<file path="config.mk">
export PLATFORM = sky130hd
export DESIGN_NAME = seg_xlate
export DESIGN_NICKNAME = d
export VERILOG_FILES = /design/src/rtl/seg_pkg.sv /design/src/rtl/seg_regfile.sv /design/src/rtl/seg_frame_seq.sv /design/src/rtl/seg_addr_sel.sv /design/src/rtl/seg_xlate.sv
export SDC_FILE = /design/constraint.sdc
export NUM_CORES = 1
export LEC_CHECK = 0
export CORE_ASPECT_RATIO = 1.2
export CORE_MARGIN = 10
export CORE_UTILIZATION = 48
export CTS_CLUSTER_SIZE = 10
export DETAILED_ROUTE_END_ITERATION = 16
export PLACE_DENSITY = 0.88
export SLEW_MARGIN = 40
export SYNTH_ARGS = -nofsm -noshare
export SYNTH_HDL_FRONTEND = slang
export SYNTH_SLANG_ARGS = --single-unit
</file>
<file path="constraint.sdc">
create_clock -name clk -period 6.07 [get_ports clk]
set_input_delay 0.607 -clock clk [delete_from_list [all_inputs] [get_ports clk]]
set_output_delay 0.607 -clock clk [all_outputs]
set_load 0.01 [all_outputs]
</file>
<file path="src/rtl/seg_pkg.sv">
package seg_pkg;
   typedef enum logic [1:0] {
      SEL_CODE = 2'd0,
      SEL_INTR = 2'd1,
      SEL_DMA  = 2'd2,
      SEL_MODE = 2'd3
   } cfg_sel_e;

   localparam int MODE_BIT = 6;

   typedef enum logic [1:0] {
      SQ_IDLE = 2'd0,
      SQ_PUSH = 2'd1,
      SQ_POP  = 2'd2
   } sq_e;
endpackage

</file>
<file path="src/rtl/seg_regfile.sv">
module seg_regfile
   import seg_pkg::*;
#(
   parameter int SEG_W  = 6,
   parameter int WORD_W = 8
) (
   input  logic              clk,
   input  logic              rst_n,
   input  logic              cfg_we,
   input  logic [1:0]        cfg_sel,
   input  logic [WORD_W-1:0] cfg_wdata,
   input  logic              err_clr,
   input  logic              code_free,
   input  logic              seq_ld,
   input  logic [SEG_W-1:0]  seq_ld_val,
   output logic [SEG_W-1:0]  csr_q,
   output logic [SEG_W-1:0]  isr_q,
   output logic [SEG_W-1:0]  dsr_q,
   output logic              mode_q,
   output logic              err_q,
   output logic [WORD_W-1:0] rd_data
);
   logic wr_code, wr_intr, wr_dma, wr_mode, wr_refused;
   logic unused_wdata;

   assign wr_code    = cfg_we && (cfg_sel == SEL_CODE);
   assign wr_intr    = cfg_we && (cfg_sel == SEL_INTR);
   assign wr_dma     = cfg_we && (cfg_sel == SEL_DMA);
   assign wr_mode    = cfg_we && (cfg_sel == SEL_MODE);
   assign wr_refused = wr_code && !code_free;
   assign unused_wdata = ^cfg_wdata;

   always_ff @(posedge clk or negedge rst_n) begin
      if (!rst_n) begin
         csr_q  <= '0;
         isr_q  <= '0;
         dsr_q  <= '0;
         mode_q <= 1'b0;
         err_q  <= 1'b0;
      end else begin
         if (seq_ld)
            csr_q <= seq_ld_val;
         else if (wr_code && code_free)
            csr_q <= cfg_wdata[SEG_W-1:0];
         if (wr_intr) isr_q  <= cfg_wdata[SEG_W-1:0];
         if (wr_dma)  dsr_q  <= cfg_wdata[SEG_W-1:0];
         if (wr_mode) mode_q <= cfg_wdata[MODE_BIT];
         if (wr_refused)
            err_q <= 1'b1;
         else if (err_clr)
            err_q <= 1'b0;
      end
   end

   always_comb begin
      unique case (cfg_sel)
         SEL_CODE: rd_data = WORD_W'(csr_q);
         SEL_INTR: rd_data = WORD_W'(isr_q);
         SEL_DMA:  rd_data = WORD_W'(dsr_q);
         default:  rd_data = WORD_W'(mode_q) << MODE_BIT;
      endcase
   end
endmodule

</file>
<file path="src/rtl/seg_frame_seq.sv">
module seg_frame_seq
   import seg_pkg::*;
#(
   parameter int SEG_W   = 6,
   parameter int LADDR_W = 16,
   parameter int WORD_W  = 8,
   parameter int NEST_W  = 3
) (
   input  logic               clk,
   input  logic               rst_n,
   input  logic               mode,
   input  logic               irq_enter,
   input  logic [LADDR_W-1:0] irq_pc,
   input  logic [WORD_W-1:0]  irq_flags,
   input  logic               irq_return,
   input  logic [SEG_W-1:0]   csr,
   input  logic [SEG_W-1:0]   isr,
   output logic               stk_push,
   output logic               stk_pop,
   output logic [WORD_W-1:0]  stk_wdata,
   input  logic [WORD_W-1:0]  stk_rdata,
   output logic               ret_done,
   output logic [LADDR_W-1:0] ret_pc,
   output logic [WORD_W-1:0]  ret_flags,
   output logic               busy,
   output logic               code_free,
   output logic               seq_ld,
   output logic [SEG_W-1:0]   seq_ld_val
);
   localparam int PC_WORDS  = LADDR_W / WORD_W;
   localparam int FRAME_MAX = PC_WORDS + 2;
   localparam int IDX_W     = $clog2(FRAME_MAX);
   localparam logic [IDX_W-1:0] LAST_SHORT = IDX_W'(PC_WORDS);
   localparam logic [IDX_W-1:0] LAST_LONG  = IDX_W'(PC_WORDS + 1);

   sq_e                state;
   logic [IDX_W-1:0]   idx, last, pos;
   logic               mode_q, done_q, at_end;
   logic               take_enter, take_return;
   logic [LADDR_W-1:0] pc_q;
   logic [WORD_W-1:0]  flags_q;
   logic [NEST_W-1:0]  nest_q;
   logic [WORD_W-1:0]  frame_w [FRAME_MAX];

   generate
      for (genvar k = 0; k < PC_WORDS; k++) begin : g_pcw
         assign frame_w[k] = pc_q[k*WORD_W +: WORD_W];
      end
   endgenerate
   assign frame_w[PC_WORDS]     = flags_q;
   assign frame_w[PC_WORDS + 1] = WORD_W'(csr);

   assign at_end      = (idx == last);
   assign pos         = last - idx;
   assign take_enter  = (state == SQ_IDLE) && irq_enter && !(!mode && (&nest_q));
   assign take_return = (state == SQ_IDLE) && irq_return && !take_enter;

   always_ff @(posedge clk or negedge rst_n) begin
      if (!rst_n) begin
         state   <= SQ_IDLE;
         idx     <= '0;
         last    <= '0;
         mode_q  <= 1'b0;
         done_q  <= 1'b0;
         pc_q    <= '0;
         flags_q <= '0;
         nest_q  <= '0;
      end else begin
         done_q <= 1'b0;
         unique case (state)
            SQ_IDLE: begin
               idx <= '0;
               if (take_enter) begin
                  state   <= SQ_PUSH;
                  mode_q  <= mode;
                  last    <= mode ? LAST_LONG : LAST_SHORT;
                  pc_q    <= irq_pc;
                  flags_q <= irq_flags;
               end else if (take_return) begin
                  state  <= SQ_POP;
                  mode_q <= mode;
                  last   <= mode ? LAST_LONG : LAST_SHORT;
               end
            end
            SQ_PUSH: begin
               if (at_end) begin
                  state <= SQ_IDLE;
                  if (!mode_q) nest_q <= nest_q + 1'b1;
               end else begin
                  idx <= idx + 1'b1;
               end
            end
            SQ_POP: begin
               for (int b = 0; b < PC_WORDS; b++)
                  if (pos == IDX_W'(b)) pc_q[b*WORD_W +: WORD_W] <= stk_rdata;
               if (pos == LAST_SHORT) flags_q <= stk_rdata;
               if (at_end) begin
                  state  <= SQ_IDLE;
                  done_q <= 1'b1;
                  if (!mode_q && (nest_q != '0)) nest_q <= nest_q - 1'b1;
               end else begin
                  idx <= idx + 1'b1;
               end
            end
            default: state <= SQ_IDLE;
         endcase
      end
   end

   assign stk_push  = (state == SQ_PUSH);
   assign stk_pop   = (state == SQ_POP);
   assign stk_wdata = stk_push ? frame_w[idx] : '0;
   assign busy      = (state != SQ_IDLE);
   assign code_free = (nest_q != '0);
   assign ret_done  = done_q;
   assign ret_pc    = pc_q;
   assign ret_flags = flags_q;

   always_comb begin
      seq_ld     = 1'b0;
      seq_ld_val = isr;
      if (stk_push && at_end && mode_q) begin
         seq_ld = 1'b1;
      end else if (stk_pop && mode_q && (pos == LAST_LONG)) begin
         seq_ld     = 1'b1;
         seq_ld_val = stk_rdata[SEG_W-1:0];
      end
   end
endmodule

</file>
<file path="src/rtl/seg_addr_sel.sv">
module seg_addr_sel #(
   parameter int SEG_W   = 6,
   parameter int LADDR_W = 16
) (
   input  logic [SEG_W-1:0]         csr,
   input  logic [SEG_W-1:0]         isr,
   input  logic [SEG_W-1:0]         dsr,
   input  logic                     in_isr,
   input  logic                     dma_req,
   input  logic                     dma_ps,
   input  logic [LADDR_W-1:0]       log_addr,
   output logic [SEG_W+LADDR_W-1:0] phys_addr
);
   logic [SEG_W-1:0] seg;

   always_comb begin
      if (dma_req)
         seg = dma_ps ? dsr : isr;
      else
         seg = in_isr ? isr : csr;
   end

   assign phys_addr = {seg, log_addr};
endmodule

</file>
<file path="src/rtl/seg_xlate.sv">
module seg_xlate
   import seg_pkg::*;
#(
   parameter int SEG_W   = 6,
   parameter int LADDR_W = 16,
   parameter int WORD_W  = 8,
   parameter int NEST_W  = 3,
   localparam int PADDR_W = SEG_W + LADDR_W
) (
   input  logic               clk,
   input  logic               rst_n,
   input  logic               cfg_we,
   input  logic [1:0]         cfg_sel,
   input  logic [WORD_W-1:0]  cfg_wdata,
   output logic [WORD_W-1:0]  cfg_rdata,
   input  logic               err_clr,
   output logic               seg_err,
   input  logic               irq_enter,
   input  logic [LADDR_W-1:0] irq_pc,
   input  logic [WORD_W-1:0]  irq_flags,
   input  logic               irq_return,
   output logic               ret_done,
   output logic [LADDR_W-1:0] ret_pc,
   output logic [WORD_W-1:0]  ret_flags,
   output logic               stk_push,
   output logic               stk_pop,
   output logic [WORD_W-1:0]  stk_wdata,
   input  logic [WORD_W-1:0]  stk_rdata,
   output logic               busy,
   input  logic               dma_req,
   input  logic               dma_ps,
   input  logic [LADDR_W-1:0] log_addr,
   output logic [PADDR_W-1:0] phys_addr
);
   generate
      if (LADDR_W % WORD_W != 0) begin : g_bad_word
         $error("LADDR_W must be a multiple of WORD_W");
      end
      if (SEG_W > WORD_W || MODE_BIT >= WORD_W) begin : g_bad_seg
         $error("segment and mode fields must fit in one word");
      end
      if (NEST_W < 1) begin : g_bad_nest
         $error("NEST_W must be at least 1");
      end
   endgenerate

   logic [SEG_W-1:0] csr_q, isr_q, dsr_q, seq_ld_val;
   logic             mode_q, code_free, seq_ld;

   seg_regfile #(.SEG_W(SEG_W), .WORD_W(WORD_W)) u_regs (
      .clk(clk), .rst_n(rst_n), .cfg_we(cfg_we), .cfg_sel(cfg_sel),
      .cfg_wdata(cfg_wdata), .err_clr(err_clr), .code_free(code_free),
      .seq_ld(seq_ld), .seq_ld_val(seq_ld_val), .csr_q(csr_q),
      .isr_q(isr_q), .dsr_q(dsr_q), .mode_q(mode_q), .err_q(seg_err),
      .rd_data(cfg_rdata)
   );

   seg_frame_seq #(.SEG_W(SEG_W), .LADDR_W(LADDR_W), .WORD_W(WORD_W),
                   .NEST_W(NEST_W)) u_seq (
      .clk(clk), .rst_n(rst_n), .mode(mode_q), .irq_enter(irq_enter),
      .irq_pc(irq_pc), .irq_flags(irq_flags), .irq_return(irq_return),
      .csr(csr_q), .isr(isr_q), .stk_push(stk_push), .stk_pop(stk_pop),
      .stk_wdata(stk_wdata), .stk_rdata(stk_rdata), .ret_done(ret_done),
      .ret_pc(ret_pc), .ret_flags(ret_flags), .busy(busy),
      .code_free(code_free), .seq_ld(seq_ld), .seq_ld_val(seq_ld_val)
   );

   seg_addr_sel #(.SEG_W(SEG_W), .LADDR_W(LADDR_W)) u_addr (
      .csr(csr_q), .isr(isr_q), .dsr(dsr_q), .in_isr(code_free),
      .dma_req(dma_req), .dma_ps(dma_ps), .log_addr(log_addr),
      .phys_addr(phys_addr)
   );
endmodule

</file>
# Word-level counts from Yosys, hierarchy flattened
# Cells that the tools add are included.
[totals]
ff_bits = 55
latch_bits = 0
ramBits = 0
romBits = 0
in_bits = 66
output_inout_bits = 67
elab_cells = 122
n_memories = 0
[classes]
addsub = 4
multipliers = 0
n_div = 0
magnitude_cmp = 1
n_eq_ne = 20
n_shift = 0
mux = 41
bitwise = 1
reduce_logical = 41
[ops]
columns = ["operator", "n"]
rows = [
  ["two-way mux 8 bit", 7],
  ["two-way mux 6 bit", 7],
  ["case mux 16 bit (2 select lines)", 1],
  ["case mux 7 bit (3 select lines)", 1],
  ["binary-select mux 8 bit (select 2 bit)", 1],
  ["logical AND 1 bit", 16],
  ["two-way mux 16 bit", 1],
  ["inequality test 2 bit (second input constant)", 8],
  ["case mux 8 bit (2 select lines)", 1],
  ["nonzero test 2 bit", 7],
  ["two-way mux 2 bit", 6],
  ["two-way mux 3 bit", 4],
  ["AND reduction 3 bit", 4],
  ["equality test 2 bit (second input constant)", 5],
  ["two-way mux 1 bit", 9],
  ["case mux 2 bit (2 select lines)", 2],
  ["equality test 2 x 1 -> 1 bit (second input constant)", 3],
  ["zero test 2 bit", 3],
  ["case mux 3 bit (2 select lines)", 1],
  ["AND reduction 2 bit", 3],
  ["zero test 1 bit", 5],
  ["AND reduction 5 bit", 1],
  ["inequality test 2 x 1 -> 1 bit (second input constant)", 2],
  ["adder 3 x 1 -> 3 bit (second input constant)", 1],
  ["other kinds (9)", 9],
]

# Longest topological paths before layout
# Gate-level depths: netlist of the first run.
[depth]
depth_word = 9
ltp_mapped = 8

# Hierarchy
# Synthesis of the first run repeated with hierarchy kept, for this count alone.
[hier_totals]
hier_cells = 326
hier_area_um2 = 3430.8
[by_module_without_submodules]
columns = ["mod", "instances", "cells_per_inst", "area_each_um2", "seq_area_each_um2"]
rows = [
  ["seg_frame_seq", 1, 205, 2104.5, 850.8],
  ["seg_regfile", 1, 78, 1013.5, 500.5],
  ["seg_addr_sel", 1, 43, 312.8, 0.0],
]

# Worst setup path before layout of the first run
# Ideal clock, no wire load.
[synth_path]
kind = "register to register"
start = "register u_seq.state[0]"
end = "register u_seq.nest_q[2]"
setup_ns = 0.124
arrival_ns = 1.890
setup_slack_ns = 4.056
path_stages_with_launch = 9
n_path_buf = 1
period_less_slack_ns = 2.014
cell_sequence = "dfrtp_1 > inv_1 > ha_1 > clkbuf_1 > inv_1 > fa_1 > xnor2_1 > nand2_1 > xnor2_1"
[synth_via]
elab_chain_cells = 3
word_cells_on_any_way = 9
cone_classes = "eq/ne: 6; mux: 1; reduce/logical: 2"
[synth_lines]
columns = ["item", "line", "text"]
rows = [
  ["start, declared", "seg_frame_seq.sv:36", "sq_e state;"],
  ["start signal, assigned", "seg_frame_seq.sv:60", "state <= SQ_IDLE;"],
  ["start signal, assigned", "seg_frame_seq.sv:74", "state <= SQ_PUSH;"],
  ["start signal, assigned", "seg_frame_seq.sv:80", "state <= SQ_POP;"],
  ["equality test 2 bit (*)", "-", ""],
  ["named net stk_pop", "seg_xlate.sv:26", "output logic stk_pop,"],
  ["inequality test 2 bit (no line) or nonzero test 2 bit (tied branches)", "-", ""],
  ["AND reduction 5 bit (no line)", "-", ""],
  ["end signal, assigned", "seg_frame_seq.sv:88", "if (!mode_q) nest_q <= nest_q + 1'b1;"],
  ["end signal, assigned", "seg_frame_seq.sv:100", "if (!mode_q && (nest_q != '0)) nest_q <= nest_q - 1'b1;"],
  ["end, declared", "seg_frame_seq.sv:42", "logic [NEST_W-1:0] nest_q;"],
]
# The timed path passes the listed nets; every way through them passes the cells marked *.
# A chain may end at the register's enable or synchronous reset.

# Final worst setup path of the first run
[layout_path]
start = "input cfg_sel[1]"
end = "output cfg_rdata[2]"
[layout_via]
elab_chain_cells = 2
word_cells_on_any_way = 4
cone_classes = "eq/ne: 2; mux: 1; reduce/logical: 1"
[layout_lines]
columns = ["item", "line", "text"]
rows = [
  ["start, declared", "seg_xlate.sv:13", "input logic [1:0] cfg_sel,"],
  ["equality test 2 bit, or another cell as far along", "seg_regfile.sv:56", "unique case (cfg_sel)"],
  ["case mux 7 bit (3 select lines) (*)", "seg_regfile.sv:56", ""],
  ["end, declared", "seg_xlate.sv:15", "output logic [WORD_W-1:0] cfg_rdata,"],
]
# Mark *: on every way between the ends. The rest lies on a longest branch, timed or not.

==> reports/results.txt, run 1 <==
core area: 6900 um^2
# resized after CTS: 0
Max rail drop VDD: 217 uV
Rel. slew slack: 0.468
Util after Layout: 0.641
max-cap violation count: 0
final antenna-violating net count: 0
Post-DP HPWL: 7.21 mm
CTS tree: built
CP Launch Type: input port
worst min path class: input port to async pin
Tcrit/Tclk final: 0.539
largest net degree at the start of global routing: 55
final hold slack: 0.417 ns
Post-synth EDFFs: 0
post-synthesis sequential area ratio: 0.395
Post-synth ARST share: 1.00
Hold Fails Final Rpt: 0
Yosys Warn Count: 0
# rows: 33
Overflow after GRT: 0
pwr dens: 465 nW/um^2
fin. max-slew vios: 0
Buf+Inv Stages, Crit Path: 2
placed cell area: 4330 um^2
worst-margin pin slew: 0.792 ns
fillcell total: 542
Synth Flop Type: dfrtp_1
Overall Global Routing Usage: 0.169
Peak Freq: 306 MHz
setup TNS: 0 ns
H-tree depth: 2
Mapped Area: 3420 um^2
Die X: 97.1 um
Die H: 113 um
syn nets: 408
clk buf depth: 2
most used cell, CP: clkdlybuf4s50_1
critical path class: input port to primary output
most frequent cells in the layout: clkdlybuf4s50_1, dfrtp_1, o21ai_0
Clock Skews: 0.0102 ns
drt first pass iters: 6
IO Pins: 133
CTS Buf Count: 5
Starting Density: 0.496
outcome: complete, no violations
Static Leak: 1.90 nW
unrepaired setup endpoints after global routing: false
Final Setup Violations: 0
WL final: 9.44 mm
vias post-DR: 2827
Placed Cells: 493
Layout Cells excl Fill: 501
slowest stage cell, crit path: clkdlybuf4s50_1
# nets final: 484
Max FO, Critical Path: 11
DR iter-0 viols: 167
CP peak stage delay: 0.69 ns
GPL Wtd Cong: 0.840
worst skew pair latency: 0.31 ns
Critical Path AT: 2.66 ns
antenna violations before repair: 0
synth unique cells: 46
Vias/cell: 5.64
cell family with most CP delay: buffers and inverters
critical path required time: 5.46 ns
area growth from synthesis to layout: 29.0%
Port Buffer Count: 98
CTS clk-pin slew, worst paths: 0.10 ns
clk sinks: 54
layout cells sized above 1: 0.147
CP endpoint kind: primary output
crit path cell chain: clkdlybuf4s50_1 -> nor2b_1 -> nand2_1 -> o21ai_0 -> clkdlybuf4s50_1
design area: 4420 um^2
Avg Cell Area, Syn: 10.2 um^2
Final min period: 3.27 ns
number of global-route vias before repair: 3036
Die ar.: 10900 um^2
first-pass GRT wire length: 15.4 mm
synthesized flop and latch total: 54
clk root buf: clkbuf_8
Hold Buf Count CTS: 0
commonest non-fill, non-tap cell in the layout: clkdlybuf4s50_1
Antenna diodes: 0
# DRC: 0
WL/cell: 18.9 um
postcts setup bufs: 0
Post-Syn Instances: 337
worst paths after layout:
path | cells after the start | slack, ns | to | startpoint
max in group asynchronous | 2 | 5.18 | u_seq.ret_pc[0] | rst_n
worst min-delay path | 2 | 0.42 | u_seq.last[1] | rst_n
worst max register to register | 5 | 3.63 | u_regs.csr_q[3] | u_seq.idx[0]
worst max-delay path | 5 | 2.80 | cfg_rdata[2] | cfg_sel[1]
worst min register to register | 2 | 0.54 | u_seq.state[1] | u_seq.state[1]
min in group clk | 2 | 0.54 | u_seq.state[1] | u_seq.state[1]
worst reg2reg max path: stages (launching register included):
cell and delay, ns:
dfrtp_1 0.63, ha_1 0.52, inv_1 0.15, nor3_1 0.68
a22oi_1 0.20, a2bb2oi_1 0.19
routing by layer:
| layer | GRT usage | wire [um] | vias to the layer above |
|---|---|---|---|
| li1 | - | - | 1319 |
| met3 | 0.0387 | 624 | 13 |
| met4 | 0.0670 | 185 | 0 |
| met2 | 0.302 | 4820 | 108 |
| met5 | 0 | 0 | - |
| met1 | 0.188 | 3820 | 1387 |
final cells by class:
type	instances	area (um^2)	area share
Timing Repair Buffer	100	991	0.224
Clock buffer	7	86.3	0.0195
Inverter	34	128	0.0289
Sequential cell	54	1350	0.306
Multi-Input combinational cell	218	1750	0.395
Tap cell	87	109	0.0246
Clock inverter	1	5.00	0.00113
cells by family after synthesis:
logic type      share of synthesized area
mux                                 0.217
xor+xnor                           0.0201
other cells                       0.00110
flops                               0.395
simple gates                        0.106
buf+inv                            0.0950
compound gates                      0.145
fa+ha+maj                          0.0205
cell usage after synthesis (all sizes together) (3+ instances only):
cell | instances | area share
a22oi | 4 | 0.0088
nor2b | 4 | 0.0073
nand3 | 3 | 0.0044
o22ai | 4 | 0.0073
xnor2 | 4 | 0.010
o21ai | 36 | 0.053
dfrtp | 54 | 0.39
and2 | 13 | 0.024
o211ai | 5 | 0.011
nand3b | 3 | 0.0066
clkbuf | 10 | 0.011
mux4 | 6 | 0.039
nor3 | 3 | 0.0044
nand2 | 22 | 0.024
a2bb2oi | 4 | 0.010
mux2i | 15 | 0.044
and3 | 3 | 0.0055
buf | 21 | 0.047
nor2 | 9 | 0.014
a21oi | 9 | 0.013
a211oi | 6 | 0.013
mux2 | 38 | 0.13
inv | 34 | 0.037
ha | 4 | 0.015
sequential cells by signal, indices dropped and copies added (netlist names):
register and count:
u_seq.ret_pc 16, u_seq.ret_flags 8, u_regs.csr_q 6, u_regs.dsr_q 6, u_regs.isr_q 6, u_seq.nest_q 3, u_seq.idx 2, u_seq.last 2
u_seq.state 2, u_regs.err_q 1, u_regs.mode_q 1, u_seq.ret_done 1
where the power goes:
| group | switching, mW | internal, mW |
|---|---|---|
| combinational | 0.511 | 0.658 |
| sequential | 0.167 | 0.508 |
| clock | 0.117 | 0.0924 |
| total | 0.794 | 1.26 |
per-stage QoR:
stage / total power [mW] / setup WS, ns
after global placement: 1.80 / 2.88
after CTS: 2.06 / 2.81
after floorplan: 1.37 / 4.06
final: 2.05 / 2.80
after global routing: 2.19 / 2.67
after detailed placement: 1.85 / 2.83
No activity file was read; power rests on OpenSTA's default activity.
==> inputs of run 2 (changes only) <==
- CORE_UTILIZATION: 48 -> 44
- PLACE_DENSITY: 0.88 -> 0.82
- clock period: 6.07 -> 3.14 ns (I/O delays scaled with it)
==> run 2 against run 1 <==
Net effect: via count is 1.7% lower; worst setup slack lost 2.3 ns; highest routed layer unchanged; register-to-register slack got worse by 3.0 ns; die area up 7.3%; global-route usage is 0.71 points lower; sequential share of layout area down 0.27 points; sequential power rose by 88%; utilization fell by 5.6 points.
==> reports/results.txt, run 2 (same netlist as run 1, synthesis figures left out) <==
outcome: complete, no violations (unchanged)
design area: 4460 um^2 (was 4420 um^2)
postcts setup bufs: 0 (unchanged)
Hold Buf Count CTS: 0 (unchanged)
CTS clk-pin slew, worst paths: 0.10 ns (about the same)
# nets final: 488 (was 484)
Final min period: 2.65 ns
H-tree depth: 2 (unchanged)
clk buf depth: 2 (unchanged)
Util after Layout: 0.585 (was 0.641)
placed cell area: 4360 um^2 (was 4330 um^2)
CTS tree: built (unchanged)
Total Power: 3.99 mW (was 2.05 mW)
Die ar.: 11700 um^2 (was 10900 um^2)
clk sinks: 54 (unchanged)
critical path class: flip-flop to primary output (was input port to primary output)
drt first pass iters: 4 (was 6)
# rows: 35 (was 33)
Overall Global Routing Usage: 0.162 (was 0.169)
Clock Skews: 0.0111 ns (was 0.0102 ns)
worst-margin pin slew: 0.734 ns (was 0.792 ns)
Critical Path AT: 2.33 ns (was 2.66 ns)
max-cap violation count: 0 (unchanged)
fin. max-slew vios: 0 (unchanged)
r2r startpoint: u_seq.state[0] (was u_seq.idx[0])
first-pass GRT wire length: 15.3 mm (was 15.4 mm)
Tcrit/Tclk final: 0.843
worst min path class: input port to async pin (unchanged)
WL/cell: 18.6 um (was 18.9 um)
GPL Wtd Cong: 0.814 (was 0.840)
commonest non-fill, non-tap cell in the layout: clkdlybuf4s50_1 (unchanged)
vias post-DR: 2779 (was 2827)
Starting Density: 0.449 (was 0.496)
DR iter-0 viols: 123 (was 167)
layout cells sized above 1: 0.160 (was 0.147)
Worst Reg2Reg Path Length in Cells: 5 (unchanged)
Port Buffer Count: 98 (unchanged)
Rel. slew slack: 0.511 (was 0.468)
number of global-route vias before repair: 2995 (was 3036)
Peak Freq: 378 MHz
Max FO, Critical Path: 9 (was 11)
# resized after CTS: 0 (unchanged)
critical path required time: 2.83 ns (was 5.46 ns)
CP startpoint: u_seq.nest_q[2] (was cfg_sel[1])
clk root buf: clkbuf_8 (unchanged)
CP Launch Type: flip-flop (was input port)
setup TNS: 0 ns (unchanged)
Die X: 101 um (was 97.1 um)
Die H: 117 um (was 113 um)
fillcell total: 659 (was 542)
core area: 7620 um^2 (was 6900 um^2)
antenna violations before repair: 0 (unchanged)
WL final: 9.48 mm (was 9.44 mm)
Max rail drop VDD: 446 uV (was 217 uV)
Final Setup Violations: 0 (unchanged)
Post-DP HPWL: 7.54 mm (was 7.21 mm)
largest net degree at the start of global routing: 30 (was 55)
Layout Cells excl Fill: 510 (was 501)
Hold Fails Final Rpt: 0 (unchanged)
final antenna-violating net count: 0 (unchanged)
Antenna diodes: 0 (unchanged)
Vias/cell: 5.45 (was 5.64)
number of flip-flops in the largest register: 16 (unchanged)
# DRC: 0 (unchanged)
area growth from synthesis to layout: 30.2% (was 29.0%)
CP endpoint kind: primary output (unchanged)
IO Pins: 133 (unchanged)
CTS Buf Count: 5 (unchanged)
final hold slack: 0.000352 ns (was 0.417 ns)
Overflow after GRT: 0 (unchanged)
unrepaired setup endpoints after global routing: false (unchanged)
worst slack, placed: 0.622 ns (was 2.83 ns)
most frequent cells in the layout: clkdlybuf4s50_1, dfrtp_1, o21ai_0 (unchanged)
Static Leak: 1.91 nW (was 1.90 nW)
Placed Cells: 502 (was 493)
post-route setup slack: 0.491 ns (was 2.80 ns)
pwr dens: 896 nW/um^2 (was 465 nW/um^2)
worst skew pair latency: 0.31 ns (about the same)
run 2: cell count changes in the layout (fill, tap and decap cells not counted):
| cell | change |
|---|---|
| buf_4 | +4 |
| nor3_2 | +1 |
| clkinvlp_4 | +1 |
| clkbuf_1 | -1 |
| clkbuf_8 | -1 |
| clkinv_4 | +1 |
| nor3_1 | -1 |
run 2: report_power, final:
| part | internal (mW) | switching, mW |
|---|---|---|
| combinational | 1.29 | 1.04 |
| sequential | 0.982 | 0.284 |
| clock | 0.157 | 0.238 |
run 2: area by class of cell:
cell class | instances | area, um^2 | area share
flip-flops and latches | 54 | 1350 | 0.303
inverters | 34 | 128 | 0.0286
multi-input cells | 218 | 1750 | 0.393
well taps | 92 | 115 | 0.0258
clock inverters | 3 | 21.3 | 0.00477
clock buffers | 5 | 68.8 | 0.0154
repair buffers | 104 | 1020 | 0.229
run 2: final timing paths:
kind | end | slack [ns]
max | phys_addr[21] | 0.49
min | u_seq.ret_pc[13] | 0.0004
max reg2reg | u_seq.ret_flags[7] | 0.63
min reg2reg | u_seq.ret_pc[2] | 0.55
max in group asynchronous | u_regs.csr_q[4] | 2.33
min in group clk | u_seq.ret_pc[2] | 0.55
run 2: layer usage:
metal / global-route usage / share of wire
met1: 0.186 / 0.41
met2: 0.285 / 0.50
met3: 0.0408 / 0.070
met4: 0.0509 / 0.016
met5: 0 / 0
run 2: worst max-delay path, cell delays in order (launching register included):
cell	delay [ns]
dfrtp_1	0.45
or3_1	0.54
and2_1	0.22
a211oi_1	0.25
a21oi_1	0.07
clkdlybuf4s50_1	0.51
